File: config.mk
export PLATFORM = sky130hd
export DESIGN_NAME = serline_uart
export DESIGN_NICKNAME = d
export VERILOG_FILES = /design/src/rtl/serline_pkg.sv /design/src/rtl/serline_tick.sv /design/src/rtl/serline_tx.sv /design/src/rtl/serline_rx.sv /design/src/rtl/serline_uart.sv
export SDC_FILE = /design/constraint.sdc
export NUM_CORES = 1
export LEC_CHECK = 0
export BUFFER_PORTS_ARGS = -buffer_cell sky130_fd_sc_hd__buf_2
export CORE_ASPECT_RATIO = 1.1
export CORE_UTILIZATION = 40
export CTS_BUF_LIST = sky130_fd_sc_hd__clkbuf_8 sky130_fd_sc_hd__clkbuf_16
export DETAILED_ROUTE_END_ITERATION = 7
export GPL_TIMING_DRIVEN = 1
export PLACE_DENSITY = 0.58
export SYNTH_ARGS = -nofsm -noshare
export SYNTH_HDL_FRONTEND = slang
export SYNTH_HIERARCHICAL = 1
export SYNTH_SLANG_ARGS = --single-unit
export TNS_END_PERCENT = 50
File: constraint.sdc
create_clock -name clk -period 5.31 [get_ports clk]
set_clock_uncertainty 0.2 [all_clocks]
set_input_delay 0.531 -clock clk [delete_from_list [all_inputs] [get_ports clk]]
set_output_delay 0.531 -clock clk [all_outputs]
set_load 0.01 [all_outputs]
File: src/rtl/serline_pkg.sv
// Package: shared types for the serial transceiver.
// Assumes: both directions use the same frame shape and phase encoding.
package serline_pkg;

    // Frame settings captured at the start of each frame.
    typedef struct packed {
        logic data_inv;
        logic msb_first;
        logic two_stop;
        logic par_en;
        logic par_odd;
    } frame_cfg_t;

    // Position inside a frame.
    typedef enum logic [2:0] {
        PH_IDLE,
        PH_START,
        PH_DATA,
        PH_PAR,
        PH_STOP
    } phase_e;

endpackage

File: src/rtl/serline_tick.sv
// Module: serline_tick
// Produces a one-cycle tick every DIV clocks. The tick rate is the
// oversampling rate, so it runs at OVS times the bit rate.
// Assumes: DIV >= 1; the tick runs freely from reset.
module serline_tick #(
    parameter int DIV = 27
) (
    input  logic clk,
    input  logic rst_n,
    output logic tick
);
    localparam int CW = (DIV > 1) ? $clog2(DIV) : 1;
    localparam logic [CW-1:0] LAST = CW'(DIV - 1);

    logic [CW-1:0] cnt;

    // Count clocks modulo DIV.
    always_ff @(posedge clk) begin
        if (!rst_n) begin
            cnt <= '0;
        end else if (cnt == LAST) begin
            cnt <= '0;
        end else begin
            cnt <= cnt + 1'b1;
        end
    end

    assign tick = (cnt == LAST);
endmodule

File: src/rtl/serline_tx.sv
// Module: serline_tx
// Frame transmitter. It takes a byte on a valid/ready handshake and drives the
// logical line level (1 = mark) for start, data, optional parity and stop bits.
// Each bit lasts OVS ticks.
// Assumes: the caller applies line polarity; the settings are sampled at accept.
module serline_tx
    import serline_pkg::*;
#(
    parameter int DATA_W = 8,
    parameter int OVS    = 16
) (
    input  logic              clk,
    input  logic              rst_n,
    input  logic              tick,
    input  frame_cfg_t        cfg,
    input  logic [DATA_W-1:0] data,
    input  logic              valid,
    output logic              ready,
    output logic              line
);
    localparam int SUB_W = $clog2(OVS);
    localparam int IDX_W = (DATA_W > 1) ? $clog2(DATA_W) : 1;
    localparam logic [SUB_W-1:0] SUB_END  = SUB_W'(OVS - 1);
    localparam logic [IDX_W-1:0] IDX_LAST = IDX_W'(DATA_W - 1);

    phase_e            phase;
    logic [SUB_W-1:0]  sub;
    logic [IDX_W-1:0]  idx;
    logic              stop_left;
    logic [DATA_W-1:0] payload;
    logic              msb_q, two_q, pen_q, odd_q;
    logic              par_bit;
    logic [IDX_W-1:0]  nxt_idx;

    // Select the data bit in slot i for the captured bit order.
    function automatic logic pick(input logic [DATA_W-1:0] v,
                                  input logic [IDX_W-1:0]  i,
                                  input logic              msb);
        pick = msb ? v[IDX_LAST - i] : v[i];
    endfunction

    // Compute the parity bit from the payload as it appears on the line.
    always_comb begin
        par_bit = (^payload) ^ odd_q;
        nxt_idx = idx + 1'b1;
    end

    // Step through the frame phases, one bit per OVS ticks.
    always_ff @(posedge clk) begin
        if (!rst_n) begin
            phase     <= PH_IDLE;
            sub       <= '0;
            idx       <= '0;
            stop_left <= 1'b0;
            payload   <= '0;
            msb_q     <= 1'b0;
            two_q     <= 1'b0;
            pen_q     <= 1'b0;
            odd_q     <= 1'b0;
            line      <= 1'b1;
        end else if (phase == PH_IDLE) begin
            line <= 1'b1;
            if (valid) begin
                payload <= cfg.data_inv ? ~data : data;
                msb_q   <= cfg.msb_first;
                two_q   <= cfg.two_stop;
                pen_q   <= cfg.par_en;
                odd_q   <= cfg.par_odd;
                sub     <= '0;
                phase   <= PH_START;
                line    <= 1'b0;
            end
        end else if (tick) begin
            if (sub != SUB_END) begin
                sub <= sub + 1'b1;
            end else begin
                sub <= '0;
                unique case (phase)
                    PH_START: begin
                        phase <= PH_DATA;
                        idx   <= '0;
                        line  <= pick(payload, '0, msb_q);
                    end
                    PH_DATA: begin
                        if (idx == IDX_LAST) begin
                            stop_left <= two_q;
                            if (pen_q) begin
                                phase <= PH_PAR;
                                line  <= par_bit;
                            end else begin
                                phase <= PH_STOP;
                                line  <= 1'b1;
                            end
                        end else begin
                            idx  <= nxt_idx;
                            line <= pick(payload, nxt_idx, msb_q);
                        end
                    end
                    PH_PAR: begin
                        phase <= PH_STOP;
                        line  <= 1'b1;
                    end
                    PH_STOP: begin
                        if (stop_left) begin
                            stop_left <= 1'b0;
                        end else begin
                            phase <= PH_IDLE;
                        end
                    end
                    default: phase <= PH_IDLE;
                endcase
            end
        end
    end

    assign ready = (phase == PH_IDLE);
endmodule

File: src/rtl/serline_rx.sv
// Module: serline_rx
// Frame receiver. It synchronises the pin and applies line polarity, detects a
// falling logical edge, confirms the start at half a bit, then samples every
// bit at its middle. It emits a one-cycle done pulse with the byte and its flags.
// Assumes: the pin is asynchronous; the settings are sampled at start detect.
module serline_rx
    import serline_pkg::*;
#(
    parameter int DATA_W = 8,
    parameter int OVS    = 16
) (
    input  logic              clk,
    input  logic              rst_n,
    input  logic              tick,
    input  frame_cfg_t        cfg,
    input  logic              line_inv,
    input  logic              pin,
    output logic              done,
    output logic [DATA_W-1:0] byte_o,
    output logic              ferr_o,
    output logic              perr_o
);
    localparam int SUB_W = $clog2(OVS);
    localparam int IDX_W = (DATA_W > 1) ? $clog2(DATA_W) : 1;
    localparam logic [SUB_W-1:0] SUB_END  = SUB_W'(OVS - 1);
    localparam logic [SUB_W-1:0] SUB_HALF = SUB_W'(OVS / 2 - 1);
    localparam logic [IDX_W-1:0] IDX_LAST = IDX_W'(DATA_W - 1);

    logic [1:0]        sync;
    logic              lin, lin_q;
    phase_e            phase;
    frame_cfg_t        cfg_q;
    logic [SUB_W-1:0]  sub;
    logic [IDX_W-1:0]  idx;
    logic [IDX_W-1:0]  pos;
    logic              stop_left;
    logic [DATA_W-1:0] raw;
    logic              ferr, perr;

    // Bring the pin into the clock domain.
    always_ff @(posedge clk) begin
        if (!rst_n) begin
            sync <= 2'b00;
        end else begin
            sync <= {sync[0], pin};
        end
    end

    // Logical line level and the slot that the current data bit fills.
    always_comb begin
        lin = sync[1] ^ line_inv;
        pos = cfg_q.msb_first ? (IDX_LAST - idx) : idx;
    end

    // Frame state machine with mid-bit sampling.
    always_ff @(posedge clk) begin
        if (!rst_n) begin
            lin_q     <= 1'b0;
            phase     <= PH_IDLE;
            cfg_q     <= '0;
            sub       <= '0;
            idx       <= '0;
            stop_left <= 1'b0;
            raw       <= '0;
            ferr      <= 1'b0;
            perr      <= 1'b0;
            done      <= 1'b0;
            byte_o    <= '0;
            ferr_o    <= 1'b0;
            perr_o    <= 1'b0;
        end else begin
            done  <= 1'b0;
            lin_q <= lin;
            unique case (phase)
                PH_IDLE: begin
                    if (lin_q && !lin) begin
                        phase <= PH_START;
                        sub   <= '0;
                        cfg_q <= cfg;
                        ferr  <= 1'b0;
                        perr  <= 1'b0;
                    end
                end
                PH_START: begin
                    if (tick) begin
                        if (sub == SUB_HALF) begin
                            sub   <= '0;
                            idx   <= '0;
                            phase <= lin ? PH_IDLE : PH_DATA;
                        end else begin
                            sub <= sub + 1'b1;
                        end
                    end
                end
                PH_DATA: begin
                    if (tick) begin
                        if (sub == SUB_END) begin
                            sub      <= '0;
                            raw[pos] <= lin;
                            if (idx == IDX_LAST) begin
                                stop_left <= cfg_q.two_stop;
                                phase     <= cfg_q.par_en ? PH_PAR : PH_STOP;
                            end else begin
                                idx <= idx + 1'b1;
                            end
                        end else begin
                            sub <= sub + 1'b1;
                        end
                    end
                end
                PH_PAR: begin
                    if (tick) begin
                        if (sub == SUB_END) begin
                            sub   <= '0;
                            perr  <= lin ^ (^raw) ^ cfg_q.par_odd;
                            phase <= PH_STOP;
                        end else begin
                            sub <= sub + 1'b1;
                        end
                    end
                end
                PH_STOP: begin
                    if (tick) begin
                        if (sub == SUB_END) begin
                            sub <= '0;
                            if (!lin) begin
                                ferr <= 1'b1;
                            end
                            if (stop_left) begin
                                stop_left <= 1'b0;
                            end else begin
                                done   <= 1'b1;
                                byte_o <= cfg_q.data_inv ? ~raw : raw;
                                ferr_o <= ferr | !lin;
                                perr_o <= perr;
                                phase  <= PH_IDLE;
                            end
                        end else begin
                            sub <= sub + 1'b1;
                        end
                    end
                end
                default: phase <= PH_IDLE;
            endcase
        end
    end
endmodule

File: src/rtl/serline_uart.sv
// Module: serline_uart
// Top of the serial transceiver. It ties the shared tick divider to the
// transmitter and receiver, applies line polarity to the output pin, and holds
// each received byte with its flags until the consumer acknowledges it.
// Assumes: the settings change only while both directions are idle.
module serline_uart
    import serline_pkg::*;
#(
    parameter int DATA_W  = 8,
    parameter int OVS     = 16,
    parameter int CLK_DIV = 27
) (
    input  logic              clk,
    input  logic              rst_n,
    input  logic              cfg_data_inv,
    input  logic              cfg_line_inv,
    input  logic              cfg_msb_first,
    input  logic              cfg_two_stop,
    input  logic              cfg_par_en,
    input  logic              cfg_par_odd,
    input  logic [DATA_W-1:0] tx_data,
    input  logic              tx_valid,
    output logic              tx_ready,
    output logic              txd,
    input  logic              rxd,
    input  logic              rx_ack,
    output logic [DATA_W-1:0] rx_data,
    output logic              rx_valid,
    output logic              rx_frame_err,
    output logic              rx_par_err,
    output logic              rx_overrun
);
    frame_cfg_t        cfg;
    logic              tick;
    logic              tx_line;
    logic              rx_done;
    logic [DATA_W-1:0] rx_byte;
    logic              rx_ferr, rx_perr;

    // Gather the frame settings into one bundle.
    always_comb begin
        cfg.data_inv  = cfg_data_inv;
        cfg.msb_first = cfg_msb_first;
        cfg.two_stop  = cfg_two_stop;
        cfg.par_en    = cfg_par_en;
        cfg.par_odd   = cfg_par_odd;
    end

    serline_tick #(.DIV(CLK_DIV)) u_tick (
        .clk   (clk),
        .rst_n (rst_n),
        .tick  (tick)
    );

    serline_tx #(.DATA_W(DATA_W), .OVS(OVS)) u_tx (
        .clk   (clk),
        .rst_n (rst_n),
        .tick  (tick),
        .cfg   (cfg),
        .data  (tx_data),
        .valid (tx_valid),
        .ready (tx_ready),
        .line  (tx_line)
    );

    // Apply line polarity to the output pin.
    assign txd = tx_line ^ cfg_line_inv;

    serline_rx #(.DATA_W(DATA_W), .OVS(OVS)) u_rx (
        .clk      (clk),
        .rst_n    (rst_n),
        .tick     (tick),
        .cfg      (cfg),
        .line_inv (cfg_line_inv),
        .pin      (rxd),
        .done     (rx_done),
        .byte_o   (rx_byte),
        .ferr_o   (rx_ferr),
        .perr_o   (rx_perr)
    );

    // Hold the received byte and its flags until acknowledged.
    always_ff @(posedge clk) begin
        if (!rst_n) begin
            rx_data      <= '0;
            rx_valid     <= 1'b0;
            rx_frame_err <= 1'b0;
            rx_par_err   <= 1'b0;
            rx_overrun   <= 1'b0;
        end else if (rx_done) begin
            rx_data      <= rx_byte;
            rx_valid     <= 1'b1;
            rx_frame_err <= rx_ferr;
            rx_par_err   <= rx_perr;
            rx_overrun   <= rx_valid && !rx_ack;
        end else if (rx_ack) begin
            rx_valid     <= 1'b0;
            rx_frame_err <= 1'b0;
            rx_par_err   <= 1'b0;
            rx_overrun   <= 1'b0;
        end
    end
endmodule

==> results of run 1 <==
## kinds of logic (layout without fill, tap and decap cells)
family                     after synthesis  in the layout  synth area share, %
and+or+nand+nor                        177            177                24.16
muxes                                   28             28                7.599
AOI/OAI and AO/OA                       99             99                14.75
DFF                                     81             81                38.32
adders and majority gates                8              8                2.366
xor gates and xnor gates                37             37                8.486
buffers and inverters                   35             57                4.317
## worst max-delay path: stages, from the launching register on
cell and delay (ns):
dfxtp_1 0.34, inv_1 0.07, ha_1 0.13, and4b_1 0.63, and4_1 0.41, nand4b_1 0.61, nor2b_1 0.36, nor3_1 0.16
## registers in the layout, summed over array words and instances (netlist names), 2 cells and up
name          cells
u_rx/phase        3
rx_data           8
u_rx/raw          8
u_tx/phase        3
u_tx/payload      8
u_tx/sub          4
u_tx/idx          3
u_rx/byte_o       8
u_tick/cnt        5
u_rx/idx          3
u_rx/cfg_q        5
u_rx/sub          4
u_rx/sync         2
## cells in the final DEF, fill, tap and decap left out, types with 3 or more instances in the layout
master / n
a21boi_1: 8
a21oi_1: 38
and2_1: 5
buf_2: 32
clkbuf_16: 9
dfxtp_1: 81
ha_1: 8
inv_1: 6
inv_6: 3
mux2i_1: 22
mux4_2: 3
nand2_1: 36
nand2b_1: 7
nand3_1: 16
nand4b_1: 4
nor2_1: 43
nor2b_1: 16
nor3_1: 6
nor3b_2: 3
o211a_1: 9
o211ai_1: 3
o21ai_0: 16
o21ai_1: 11
or3_1: 14
xnor2_1: 29
xor2_1: 5
## final cells by class
type | instances | share of cell area [%]
Multi-Input combinational cell | 349 | 51.15
Sequential cell | 81 | 34.17
Clock buffer | 10 | 5.036
Tap cell | 143 | 3.770
Timing Repair Buffer | 32 | 3.375
Clock inverter | 6 | 1.529
Inverter | 9 | 0.9755
## power breakdown
group,switching (W),internal [W],total (W)
clock,0.000261,0.000383,0.000643
combinational,0.0000597,0.0000606,0.000120
sequential,0.0000204,0.000622,0.000643
total,0.000341,0.00107,0.00141
## per-stage QoR
step	hold WS (ns)	util [%]	setup WS, ns	power [W]	cell area, um2
after floorplan	0.2118	-	3.103	0.0007489	4232
after global placement	0.2386	42.86	2.390	0.0007765	4434
after detailed placement	0.2393	42.86	2.328	0.0007789	4434
after CTS	0.1844	45.88	2.307	0.001427	4746
after global routing	0.2013	45.88	1.995	0.001470	4746
final	0.1989	45.88	2.321	0.001407	4746
## worst max path at each step
stage | startpoint | endpoint | cells after the start
3_3_place_gp | u_tick/cnt[0] | u_rx/ferr_o | 7
5_1_grt | u_tick/cnt[0] | u_rx/ferr_o | 7
6_report | u_tick/cnt[0] | u_rx/ferr_o | 7
2_1_floorplan | u_tx/idx[0] | u_tx/line | 7
3_5_place_dp | u_tick/cnt[0] | u_rx/ferr_o | 7
4_1_cts | u_tick/cnt[0] | u_rx/ferr_o | 7
## per-layer routing
layer	share of wire, %	routed length [um]
met5	0	0
met3	3.2	262
met4	1.2	99
met1	49	3948
met2	47	3810
==> reports/qor.txt, run 1 <==
nature of the critical path endpoint: flop
die height: 109.9 um
Critical Path AT: 3.05 ns
Clock transition at path regs: 0.06 ns
RSZ-0062 raised after global routing: false
unique cell type count in the Yosys netlist: 63
maxcap violations: 0
Root Driver: clkbuf_16
Final Net Count: 509
Final Setup Violations: 0
Port-buffer cells: 32
H-tree Lvls: 3
ant diodes: 0
Setup TNS: 0 ns
met3 Use GR: 3.369%
run status: complete, no violations
r2r setup slk: 2.32 ns
hold-critical path endpoint: rx_overrun
Period minus WS final: 2.989 ns
total track usage: 15.84%
Vias/cell: 5.102
initial antenna violation count: 0
peak supply drop: 143.9 uV
P_leak: 1.781 nW
worst relative slew slack: 24.21%
Initial DRC Count: 141
Final Cycle Share: 56.29%
Hold Crit Depth: 2
Routed Antenna Nets: 0
Syn Nets: 492
Syn Inst Count: 465
Layout area overhead: 12.15%
overall routed net length: 8.121 mm
Worst-Skew Late Latency: 0.34 ns
mean routed wirelength per cell: 12.89 um
length in cells of the worst reg-to-reg path: 7
kind of critical path: flop to flop
PwrDens: 296.4 mW/mm2
Non-Filler Instances: 630
Most Used Layer, Global Route: met2
Multi-input gate area: 0.002427 mm2
Crit path required time: 5.37 ns
largest cells by area after synthesis: dfxtp_1 38%, xnor2_1 6.0%, mux2i_1 5.2%, a21oi_1 4.5%, nor2_1 3.8%
Worst Tran Pin Value: 1.132 ns
Filler Cells Inserted: 1,023
CTS tree: built
DIE AREA: 0.01099 mm2
vias in the first global route: 2,995
Max Fclk: 0.3345 GHz
GR Overflow Total: 0
hold path start: rx_ack
ys flop type: dfxtp_1
type of origin of the critical path: flop
clk sinks: 81
number of cell rows: 39
ys async rst share: 0%
Post-synth top cells: 81 x dfxtp_1, 43 x nor2_1, 38 x a21oi_1, 36 x nand2_1, 29 x xnor2_1
Post-synth EDFFs: 0
Yosys warning total: 6
Synth Cell Area: 0.004232 mm2
DRT Pass-1 Iters: 4
Max FO, Critical Path: 20
GPL Wtd Cong: 0.8011
hold_buf cts: 0
area leader, netlist: dfxtp_1
largest net degree at the start of global routing: 48
GR Util met1: 19.33%
most common cell in the netlist: dfxtp_1
FF-to-FF End: u_rx/ferr_o
Post-CTS Repair Setup Buffers: 0
syn_area_per_cell: 9.100 um2
Yosys reg bits: 81
cts bufs inserted: 9
Initial Util: 40.90%
core area: 0.01034 mm2
placed cells: 614
top cell type's share of synthesized area: 38.32%
Clock Tree Buf Depth: 2
PostCTS Resize Cnt: 0
placed wire-length estimate: 5.682 mm
layout cells sized above 1: 15.81%
final hold vios: 0
Ports: 33
Final Max Tran Viols: 0
DRC violations left: 0
sequential element share of the synthesized area: 38.32%
worst hold path type: primary input to flop
via count: 3,214
met2 global-route usage: 26.75%
first-pass GRT wire length: 13.77 mm
FF-to-FF Start: u_tick/cnt[0]
sequential cell area: 0.001622 mm2
die width: 100.1 um
(Power assumes the default switching activity.)
==> inputs of run 2 (changes only) <==
==> constraint.sdc (replaced) <==
create_clock -name clk -period 2.85 [get_ports clk]
set_clock_uncertainty 0.2 [all_clocks]
set_input_delay 0.285 -clock clk [delete_from_list [all_inputs] [get_ports clk]]
set_output_delay 0.285 -clock clk [all_outputs]
set_load 0.01 [all_outputs]
==> run 2 against run 1 <==
Net effect: register-to-register slack lost 1.8 ns; cell count grew 1.3%; largest cell class unchanged; cell area grew 1.5%.
==> reports/qor.txt, run 2 (synthesized netlist as in run 1, its figures left out) <==
nature of the critical path endpoint: flop
vias in the first global route: 3,051
r2r setup slk: 0.50 ns
Hold Crit Depth: 3
hold path start: cfg_msb_first
via count: 3,276
initial antenna violation count: 0
Final Cycle Share: 82.48%
H-tree Lvls: 3
first-pass GRT wire length: 14.35 mm
most frequent cells in the layout: 81 x dfxtp_1, 43 x nor2_1, 38 x a21oi_1
Initial Util: 40.90%
type of origin of the critical path: flop
ant diodes: 0
PwrDens: 548.2 mW/mm2
Setup TNS: 0 ns
CTS tree: built
Vias/cell: 5.135
mean routed wirelength per cell: 13.04 um
die width: 100.1 um
maxcap violations: 0
Ports: 33
most common cell after layout, fill and taps aside: dfxtp_1
core area: 0.01034 mm2
die height: 109.9 um
Pwr Total: 0.002639 W
placed cells: 620
GR Overflow Total: 0
DRT Pass-1 Iters: 4
length in cells of the worst reg-to-reg path: 7
number of cell rows: 39
Crit path required time: 2.86 ns
hold-critical path endpoint: u_tx/msb_q
Max Fclk: 0.4254 GHz
Critical Path AT: 2.36 ns
Area after DPL: 0.004479 mm2
Final Net Count: 517
Worst-Skew Late Latency: 0.34 ns
worst hold path type: primary input to flop
Routed Antenna Nets: 0
Clock Tree Buf Depth: 2
final instance area: 0.004815 mm2
layout cells sized above 1: 16.77%
Port-buffer cells: 32
Period minus WS final: 2.351 ns
clk sinks: 81
Post-CTS Repair Setup Buffers: 0
DRC violations left: 0
Non-Filler Instances: 638
kind of critical path: flop to flop
RSZ-0062 raised after global routing: false
Root Driver: clkbuf_16
Worst Tran Pin Value: 0.6546 ns
peak supply drop: 258.4 uV
Final Setup Violations: 0
Layout area overhead: 13.78%
total track usage: 16.49%
P_leak: 1.816 nW
GPL Wtd Cong: 0.8143
worst relative slew slack: 56.30%
Final Max Tran Viols: 0
FF-to-FF Start: u_tx/idx[0]
DIE AREA: 0.01099 mm2
Initial DRC Count: 177
Max FO, Critical Path: 6
placed wire-length estimate: 5.963 mm
overall routed net length: 8.318 mm
cts bufs inserted: 9
largest net degree at the start of global routing: 38
final hold vios: 0
run status: complete, no violations
Clock transition at path regs: 0.06 ns
FF-to-FF End: u_tx/line
[run 2: changes by cell type in the layout (fill, tap and decap cells not counted)]
| cell | previous run | this run |
|---|---|---|
| buf_4 | 0 | 6 |
| clkbuf_8 | 1 | 2 |
| clkinvlp_4 | 1 | 2 |
| dlygate4sd3_1 | 0 | 2 |
| inv_6 | 3 | 1 |
[run 2: report_power, final]
part	switching, W	total, W	internal, W
Clock	0.000474	0.00120	0.000731
Sequential	0.0000398	0.00120	0.00116
Combinational	0.000116	0.000235	0.000119
[run 2: stage by stage]
stage                     util (%)  setup slack, ns  hold WS, ns
after floorplan                  -           0.6430       0.1545
after global placement       43.30           0.5572       0.2380
after detailed placement     43.30           0.5136       0.2225
after CTS                    46.54           0.4946     0.002504
after global routing         46.54           0.3396      0.01453
final                        46.54           0.4992      0.01331
[run 2: area by class of cell]
type                       count  area, um2
clock inverter                 5      62.56
timing repair buffer          40      225.2
inverter                       9      46.29
fill                        1039       5530
sequential                    81       1622
multi-input combinational    349       2427
tap                          143      178.9
clock buffer                  11      252.7
[run 2: worst max-delay path, cell delays in order, from the launching register on]
cell	delay (ns)
dfxtp_1	0.35
ha_1	0.22
ha_1	0.40
mux4_2	0.52
o2bb2ai_1	0.14
o211ai_1	0.11
o221ai_1	0.17
nand4b_1	0.12
[run 2: worst max-delay path by stage]
stage	start	endpoint	slack [ns]	cells after the start
final	u_tx/idx[0]	u_tx/line	0.50	7
after global placement	u_tx/idx[0]	u_tx/line	0.56	7
after global routing	u_tick/cnt[0]	u_rx/raw[7]	0.34	8
after floorplan	u_tx/idx[0]	u_tx/line	0.64	7
after CTS	u_tick/cnt[0]	u_rx/raw[5]	0.49	8
after detailed placement	u_tx/idx[0]	u_tx/line	0.51	7
[run 2: what timing repair did]
item	4_1_cts	5_1_grt
hold endpoints to repair	2	0
setup endpoints to repair	0	0
hold buffers	2	0
gates resized for setup	0	0
[run 2: per-layer routing]
layer	up-vias	GRT usage (%)	share of wire [%]
met2	57	28.77	48
met1	1517	19.79	47
met4	0	7.764	1.9
met5	-	0	0
met3	14	2.861	2.9
li1	1688	-	-
==> inputs of run 3 (changes only) <==
--- a/config.mk
+++ b/config.mk
@@ -11,7 +11,7 @@
 export CTS_BUF_LIST = sky130_fd_sc_hd__clkbuf_8 sky130_fd_sc_hd__clkbuf_16
 export DETAILED_ROUTE_END_ITERATION = 7
 export GPL_TIMING_DRIVEN = 1
-export PLACE_DENSITY = 0.58
+export PLACE_DENSITY = 0.6
 export SYNTH_ARGS = -nofsm -noshare
 export SYNTH_HDL_FRONTEND = slang
 export SYNTH_HIERARCHICAL = 1
==> constraint.sdc (replaced) <==
create_clock -name clk -period 2.05 [get_ports clk]
set_clock_uncertainty 0.2 [all_clocks]
set_input_delay 0.205 -clock clk [delete_from_list [all_inputs] [get_ports clk]]
set_output_delay 0.205 -clock clk [all_outputs]
set_load 0.01 [all_outputs]
==> run 3 against run 2 <==
Net effect: the run now ends with setup timing left; clock power rose by 49%; critical endpoint unchanged; fmax rose by 14%; routed wire length rose by 4.7%.
==> reports/qor.txt, run 3 (synthesized netlist as in run 1, its figures left out) <==
run status: finished, violations left
failing checks: setup timing
Crit path required time: 2.06 ns
worst relative slew slack: 55.33%
die width: 100.1 um
DRC violations left: 0
core area: 0.01034 mm2
overall routed net length: 8.705 mm
nature of the critical path endpoint: flop
Period minus WS final: 2.064 ns
placed wire-length estimate: 6.282 mm
H-tree Lvls: 3
P_leak: 2.044 nW
Worst Tran Pin Value: 0.6691 ns
Root Driver: clkbuf_16
die height: 109.9 um
mean routed wirelength per cell: 12.88 um
GR Overflow Total: 0
Worst-Skew Late Latency: 0.34 ns
Port-buffer cells: 32
Pwr Total: 0.003813 W
most frequent cells in the layout: 78 x dfxtp_1, 42 x nor2_1, 38 x buf_4
via count: 3,451
Setup WS post-layout: -0.01353 ns
r2r setup slk: -0.01 ns
Final Cycle Share: 100.7%
initial antenna violation count: 0
Critical Path AT: 2.07 ns
Max Fclk: 0.4846 GHz
cts bufs inserted: 9
most common cell after layout, fill and taps aside: dfxtp_1
Clock transition at path regs: 0.07 ns
layout cells sized above 1: 26.08%
Final Max Tran Viols: 0
Initial DRC Count: 105
vias in the first global route: 3,220
DIE AREA: 0.01099 mm2
number of cell rows: 39
worst hold path type: primary input to flop
Final Net Count: 555
final hold vios: 0
RSZ-0062 raised after global routing: true
first-pass GRT wire length: 14.68 mm
peak supply drop: 340.0 uV
DRT Pass-1 Iters: 4
Routed Antenna Nets: 0
PwrDens: 727.2 mW/mm2
CTS tree: built
type of origin of the critical path: flop
ant diodes: 0
kind of critical path: flop to flop
Clock Tree Buf Depth: 2
clk sinks: 81
Vias/cell: 5.105
largest net degree at the start of global routing: 38
Ports: 33
Initial Util: 40.90%
Layout area overhead: 23.89%
Final Setup Violations: 1
total track usage: 16.84%
final core utilization: 50.68%
maxcap violations: 0
GPL Wtd Cong: 0.7735
Max FO, Critical Path: 2
==> run 3: stage by stage <==
stage | worst slack (ns) | area (um2) | TNS, ns | hold WS (ns) | cells
5_1_grt | -0.1184 | 5243 | -0.6535 | 0.02733 | 676
6_report | -0.01353 | 5243 | -0.01353 | 0.01542 | 676
2_1_floorplan | -0.05593 | 4270 | -0.2196 | 0.07451 | 465
3_5_place_dp | -0.05220 | 4758 | -0.05681 | 0.2233 | 652
3_3_place_gp | -0.0004425 | 4758 | -0.0004425 | 0.2176 | 652
4_1_cts | -0.04897 | 5169 | -0.04897 | 0.007249 | 674
==> run 3: critical path, cell delays in order, from the launching register on <==
cell and delay, ns:
dfxtp_2 0.33, ha_4 0.16, ha_4 0.27, mux4_2 0.50, o2bb2ai_2 0.12, o211ai_1 0.10, o221ai_1 0.15, nand4b_1 0.11
==> run 3: final timing paths <==
path,from,end,cells past startpoint
worst max-delay path,u_tx/idx[1],u_tx/line,7
worst min-delay path,tx_data[3],u_tx/payload[3],4
worst max register to register,u_tx/idx[1],u_tx/line,7
worst min register to register,u_rx/sync[0],u_rx/sync[1],1
==> run 3: where the power goes <==
| group | internal [W] | switching (W) |
|---|---|---|
| combinational | 0.000189 | 0.000176 |
| sequential | 0.00161 | 0.0000460 |
| clock | 0.00109 | 0.000698 |
| total | 0.00289 | 0.000920 |
==> run 3: final cells by class <==
type	count	area (um2)
Clock buffer	9	225.2
Clock inverter	7	106.4
Fill cell	1001	5102
Inverter	9	46.29
Multi-Input combinational cell	349	2532
Sequential cell	81	1625
Tap cell	143	178.9
Timing Repair Buffer	78	528.0
==> run 3: what timing repair did <==
| action | CTS | global route |
|---|---|---|
| pin swaps | 3 | 6 |
| endpoints found under the setup margin | 2 | 21 |
| endpoints found under the hold margin | 10 | 0 |
| resized for setup | 4 | 15 |
| hold buffers | 6 | 0 |
| setup buffers | 0 | 2 |
==> run 3: metal layers <==
layer  up-vias  track usage [%]  wire [um]
met5         -                0          0
met4         0            5.901        102
met3         8            3.242        174
met2        38            30.69       4488
met1      1627            19.73       3939
li1       1778                -          -
